===== config.mk =====
export PLATFORM = sky130hd
export DESIGN_NAME = br_resolve_id
export DESIGN_NICKNAME = d
export VERILOG_FILES = /design/src/rtl/br_pkg.sv /design/src/rtl/br_datapath.sv /design/src/rtl/br_control.sv /design/src/rtl/br_resolve_id.sv
export SDC_FILE = /design/constraint.sdc
export NUM_CORES = 1
export LEC_CHECK = 0
export BUFFER_PORTS_ARGS = -buffer_cell sky130_fd_sc_hd__buf_2
export CORE_ASPECT_RATIO = 0.5
export CORE_UTILIZATION = 45
export CTS_BUF_LIST = sky130_fd_sc_hd__clkbuf_8
export DETAILED_ROUTE_END_ITERATION = 6
export HOLD_SLACK_MARGIN = 0.08
export PLACE_DENSITY_LB_ADDON = 0.12
export SYNTH_ARGS = -nofsm -noshare
export SYNTH_HDL_FRONTEND = slang
export SYNTH_HIERARCHICAL = 1
export SYNTH_SLANG_ARGS = --single-unit
export TNS_END_PERCENT = 50

===== constraint.sdc =====
create_clock -name clk -period 6.9 [get_ports clk]
set_clock_uncertainty 0.05 [all_clocks]
set_input_delay 1.035 -clock clk [delete_from_list [all_inputs] [get_ports clk]]
set_output_delay 1.035 -clock clk [all_outputs]
set_load 0.03 [all_outputs]

===== src/rtl/br_pkg.sv =====
package br_pkg;

  // Strobes sent from branch control to the datapath
  typedef struct packed {
    logic redirect;  // choose branch destination as next PC
    logic squash;    // zero the younger instruction's control word
  } brStrobes_t;

  typedef enum logic [1:0] {
    BR_NONE = 2'b00,
    BR_EQ   = 2'b01,
    BR_NE   = 2'b10,
    BR_BOTH = 2'b11
  } brKind_e;

endpackage


===== src/rtl/br_datapath.sv =====
module br_datapath
  import br_pkg::*;
#(
  parameter int PC_W   = 32,
  parameter int DATA_W = 32,
  parameter int CTRL_W = 8,
  parameter int LANE_W = 8
) (
  input  logic              clk,
  input  logic              rstN,
  input  logic [PC_W-1:0]   pcPlus4,
  input  logic [PC_W-1:0]   offset,
  input  logic [DATA_W-1:0] rsVal,
  input  logic [DATA_W-1:0] rtVal,
  input  logic [CTRL_W-1:0] fetchCtl,
  input  brStrobes_t        strobes,
  output logic [PC_W-1:0]   branchTarget,
  output logic              operandsEqual,
  output logic [CTRL_W-1:0] decodeCtl
);

  localparam int LANES = (DATA_W + LANE_W - 1) / LANE_W;
  localparam int PAD_W = LANES * LANE_W;

  // Destination adder living in decode
  logic [PC_W-1:0] wordOffset;
  assign wordOffset   = offset << 2;
  assign branchTarget = pcPlus4 + wordOffset;

  // Equality: XOR, then per-lane OR reduction, then final OR
  logic [PAD_W-1:0] diffPad;
  logic [LANES-1:0] laneAny;
  assign diffPad = PAD_W'(rsVal ^ rtVal);

  for (genvar g = 0; g < LANES; g++) begin : g_lane
    assign laneAny[g] = |diffPad[g*LANE_W +: LANE_W];
  end

  assign operandsEqual = ~|laneAny;

  // Decode-side control register with squash-to-zero
  always_ff @(posedge clk or negedge rstN) begin
    if (!rstN)              decodeCtl <= '0;
    else if (strobes.squash) decodeCtl <= '0;
    else                    decodeCtl <= fetchCtl;
  end


  squash_zero_chk: assert property (@(posedge clk) disable iff (!rstN)
    strobes.squash |=> decodeCtl == '0);


  capture_pass_chk: assert property (@(posedge clk) disable iff (!rstN)
    !strobes.squash |=> decodeCtl == $past(fetchCtl));

endmodule


===== src/rtl/br_control.sv =====
module br_control
  import br_pkg::*;
(
  input  logic       isBeq,
  input  logic       isBne,
  input  logic       operandsEqual,
  output brStrobes_t strobes
);

  brKind_e kind;
  logic    taken;

  assign kind = brKind_e'({isBne, isBeq});

  always_comb begin
    unique case (kind)
      BR_NONE: taken = 1'b0;
      BR_EQ:   taken = operandsEqual;
      BR_NE:   taken = ~operandsEqual;
      BR_BOTH: taken = 1'b1;
      default: taken = 1'b0;
    endcase
  end

  always_comb begin
    strobes.redirect = taken;
    strobes.squash   = taken;
  end

endmodule


===== src/rtl/br_resolve_id.sv =====
module br_resolve_id
  import br_pkg::*;
#(
  parameter int PC_W   = 32,
  parameter int DATA_W = 32,
  parameter int CTRL_W = 8,
  parameter int LANE_W = 8
) (
  input  logic              clk,
  input  logic              rstN,
  input  logic [PC_W-1:0]   pcPlus4,
  input  logic [PC_W-1:0]   offset,
  input  logic [DATA_W-1:0] rsVal,
  input  logic [DATA_W-1:0] rtVal,
  input  logic              isBeq,
  input  logic              isBne,
  input  logic [CTRL_W-1:0] fetchCtl,
  output logic              pcSel,
  output logic [PC_W-1:0]   branchTarget,
  output logic              flush,
  output logic [CTRL_W-1:0] decodeCtl
);

  brStrobes_t strobes;
  logic       operandsEqual;

  br_datapath #(
    .PC_W(PC_W), .DATA_W(DATA_W), .CTRL_W(CTRL_W), .LANE_W(LANE_W)
  ) u_dp (
    .clk(clk), .rstN(rstN), .pcPlus4(pcPlus4), .offset(offset),
    .rsVal(rsVal), .rtVal(rtVal), .fetchCtl(fetchCtl), .strobes(strobes),
    .branchTarget(branchTarget), .operandsEqual(operandsEqual),
    .decodeCtl(decodeCtl)
  );

  br_control u_ctl (
    .isBeq(isBeq), .isBne(isBne), .operandsEqual(operandsEqual),
    .strobes(strobes)
  );

  assign pcSel = strobes.redirect;
  assign flush = strobes.squash;


  beq_equal_taken_chk: assert property (@(posedge clk) disable iff (!rstN)
    (isBeq && rsVal == rtVal) |-> (pcSel && flush));


  bne_differ_taken_chk: assert property (@(posedge clk) disable iff (!rstN)
    (isBne && rsVal != rtVal) |-> (pcSel && flush));


  no_flag_idle_chk: assert property (@(posedge clk) disable iff (!rstN)
    (!isBeq && !isBne) |-> (!pcSel && !flush));


  failed_cond_chk: assert property (@(posedge clk) disable iff (!rstN)
    ((isBeq && !isBne && rsVal != rtVal) || (isBne && !isBeq && rsVal == rtVal))
      |-> (!pcSel && !flush));


  both_flags_taken_chk: assert property (@(posedge clk) disable iff (!rstN)
    (isBeq && isBne) |-> pcSel);

endmodule


==> impl_results.md <==
* Status: finished clean
* CP Capture Type: primary output
* Distinct cell type count after synthesis at 51
* Relative slew slack at a little over two thirds
* Final period util at between 60% and 70%
* Multi-input logic area at just over 2000 µm²
* Mapped Cells at ~310
* Total CTS buffers at 3
* Dpl hpwl at around 5.9 mm
* Largest registers: u_dp/decodeCtl (8)
* TNS Setup at 0 ps
* P&R area growth vs syn at 39.6%
* Grt ovf at 0
* Crit-path max FO at 3
* Post-synth net total at ~480
* Worst EP arrival at ~3400 ps
* Hold_buf cts at 0
* Ant diodes at 0
* Nets@finish at between 600 and 700
* Critical path buffers and inverters at 3
* CP delay by family, top: compound AO/OA/AOI/OAI gates
* MaxCap Viol Count at 0
* CP peak stage delay at approximately 420 ps
* Die X at 105 µm
* Most used DFF post-synth: dfrtp_1
* Worst IR Drop VDD at between 0.00008 and 0.00009 V
* DRT antenna net count at 0
* Die Height at between 50 and 60 µm
* Area of the die at approximately 5600 µm²
* Largest reg by FF count: u_dp/decodeCtl
* Yosys reg bits at 8
* Finish-stage setup viols at 0
* Fillers at about 460
* Max-slew violation count at 0
* Global-route wire length before repair at between 10 and 15 mm
* Clk sinks at 8
* # port buffers at 175
* Avg Cell Area, Syn at 7.68 µm²
* Final wirelength at 6.71 mm
* Power density over the cells at around 140 nW/µm²
* Crit start category: primary input
* Vias in the first global route at ~2400
* Critical path's slowest cell: fa_1
* Share of layout cells above drive strength 1 at 40.6%
* Number of flip-flops in the largest register at 8
* Starting Density at around 47%
* Largest net degree at the start of global routing at 15
* Iteration-0 DRC Markers at ~190
* DR WL/cell at around 12 µm
* Vias at ~2800
* Seq/Total Area, Yosys at 8.44%
* I/O pin cnt at approximately 180
* Most frequent CP cell: buf_2
* Placer Congestion at 0.858
* Slew @ Worst Pin at ~440 ps
* Crit path cell chain: buf_2 > ha_1 > inv_1 > fa_1 > nand2b_1 > a21oi_4 > o2111ai_4 > a31oi_4 > nand2_2 > o41ai_2 > xor2_1 > buf_2
* Cell area after synthesis at roughly 2400 µm²
* Final hold viol count at 0
* Core ar. at between 4000 and 5000 µm²
* Max Buffers Root-to-Sink at 2
* Gr usage total at between 20% and 30%
* Final Core Density at about two thirds
* Min-delay worst type: in2async
* Post-synth EDFFs at 0
* FP Rows at 18
* Critical path type: in2out
* Initial antenna violation count at 0
* YS warnings at 6
* Max Fclk at between 200 and 250 MHz
* Crit path time final at between 4000 and 5000 ps
* Setup Buffers After CTS at 0
* Clk slew on worst S/H paths at 40 ps
* CTS Root Cell: clkbuf_8
* Storage cell area at between 200 and 250 µm²
* Leak pwr at approximately 1.8 nW
* Ys async rst share at 100%
* H-Tree Depth at 1
* Critical Path RT at a little under 6000 ps
* CTS tree: built
* Via-to-Cell Ratio at between 5 and 6
* Post_cts resized at 0
* RSZ-0062 raised after global routing: false
* TritonRoute pass-1 iters at 4
* DR DRC count at 0
cell usage after synthesis, drive strengths merged, types with 2 or more instances:
| library cell | number | area, µm² |
|---|---|---|
| and3 | 5 | 31.3 |
| nand2 | 26 | 100 |
| ha | 29 | 363 |
| nor3 | 5 | 25.0 |
| nand2b | 5 | 31.3 |
| or3 | 2 | 12.5 |
| nor3b | 2 | 15.0 |
| a211oi | 2 | 15.0 |
| o21a | 3 | 22.5 |
| inv | 10 | 37.5 |
| a31oi | 11 | 90.1 |
| o21ai | 16 | 80.1 |
| a21o | 13 | 98.9 |
| dfrtp | 8 | 200 |
| nand4 | 7 | 43.8 |
| o211ai | 5 | 47.5 |
| nor4 | 9 | 56.3 |
| and2 | 2 | 12.5 |
| clkbuf | 4 | 15.0 |
| a21oi | 24 | 139 |
| nand3 | 11 | 55.1 |
| o21bai | 2 | 15.0 |
| xor2 | 45 | 394 |
| mux2i | 2 | 20.0 |
| nor2b | 9 | 56.3 |
| nand4b | 2 | 17.5 |
| xnor2 | 13 | 114 |
| or2 | 2 | 12.5 |
| buf | 8 | 50.1 |
| nor2 | 15 | 56.3 |
metal layers:
| metal | global-route usage (%) | wire length [µm] | share of wire (%) | vias up |
|---|---|---|---|---|
| met5 | 0 | 0 | 0 | - |
| met4 | 3.52 | 51 | 0.76 | 0 |
| met3 | 2.83 | 486 | 7.2 | 8 |
| met2 | 43.4 | 3100 | 46 | 115 |
| met1 | 29.7 | 3070 | 46 | 1259 |
| li1 | - | - | - | 1462 |
logic make-up (layout without fill, tap and decap cells):
kind of cell	Yosys count	in the layout	synth area share (%)
multiplexers	3	3	1.48
AND/OR/NAND/NOR	104	104	22.9
AO/OA/AOI/OAI	84	84	25.3
adder cells (fa/ha/maj)	30	30	16.1
buffers and inverters	22	188	4.32
flip-flops	8	8	8.44
XOR/XNOR	58	58	21.4
power by group:
part | leakage (nW) | internal [W] | switching (W)
Sequential | 0.103 | 0.0000495 | 0.000000534
Combinational | 1.63 | 0.000136 | 0.000222
Clock | 0.0216 | 0.0000376 | 0.0000164
Total | 1.76 | 0.000223 | 0.000239
metrics by stage:
step / hold slack, ps / instances / power [W] / setup WS [ps] / area (µm²)
finish: 595 / 545 / 0.000462 / 2470 / 3310
detailed placement: 832 / 542 / 0.000408 / 2500 / 3270
floorplan: 689 / 309 / 0.000301 / 2620 / 2370
CTS: 599 / 545 / 0.000465 / 2490 / 3310
global route: 607 / 545 / 0.000496 / 2390 / 3310
global placement: 829 / 542 / 0.000406 / 2520 / 3270
path summary, 6_finish.rpt:
kind,end,slack [ps],cells after the start,from
worst max-delay path,branchTarget[30],2470,12,pcPlus4[2]
worst min-delay path,u_dp/decodeCtl[3]$_DFF_PN0_,600,1,rstN
max in group asynchronous,u_dp/decodeCtl[5]$_DFF_PN0_,6040,1,rstN
min in group clk,u_dp/decodeCtl[3]$_DFF_PN0_,980,2,fetchCtl[3]
area by class of cell:
class / instances / share of cell area (%)
flip-flops and latches: 8 / 6.04
multi-input cells: 279 / 62.5
well taps: 70 / 2.64
repair buffers: 175 / 26.4
inverters: 10 / 1.13
clock buffers: 3 / 1.25
cells in the final DEF (no fill, tap or decap), types with 2 or more instances in the layout:
| cell type | netlist | final |
|---|---|---|
| xnor2_1 | 13 | 13 |
| o21ai_1 | 7 | 7 |
| nor2_1 | 15 | 15 |
| a211oi_1 | 2 | 2 |
| nand2b_1 | 5 | 5 |
| mux2i_1 | 2 | 2 |
| or3_1 | 2 | 2 |
| nand3_1 | 11 | 11 |
| inv_1 | 10 | 10 |
| nor2b_1 | 9 | 9 |
| nand4_1 | 7 | 7 |
| nor4_1 | 9 | 9 |
| dfrtp_1 | 8 | 8 |
| or2_2 | 2 | 2 |
| xor2_1 | 45 | 45 |
| nor3b_1 | 2 | 2 |
| a21o_1 | 12 | 12 |
| a31oi_1 | 9 | 9 |
| and2_1 | 2 | 2 |
| clkbuf_8 | 0 | 3 |
| a21oi_1 | 21 | 21 |
| buf_2 | 4 | 175 |
| o21a_1 | 3 | 3 |
| o21bai_1 | 2 | 2 |
| a21oi_2 | 2 | 2 |
| o21ai_0 | 9 | 9 |
| o211ai_1 | 3 | 3 |
| nand4b_1 | 2 | 2 |
| nor3_1 | 5 | 5 |
| ha_1 | 29 | 29 |
| o211ai_2 | 2 | 2 |
| nand2_1 | 25 | 25 |
| and3_1 | 5 | 5 |
(Power assumes the default switching activity.)
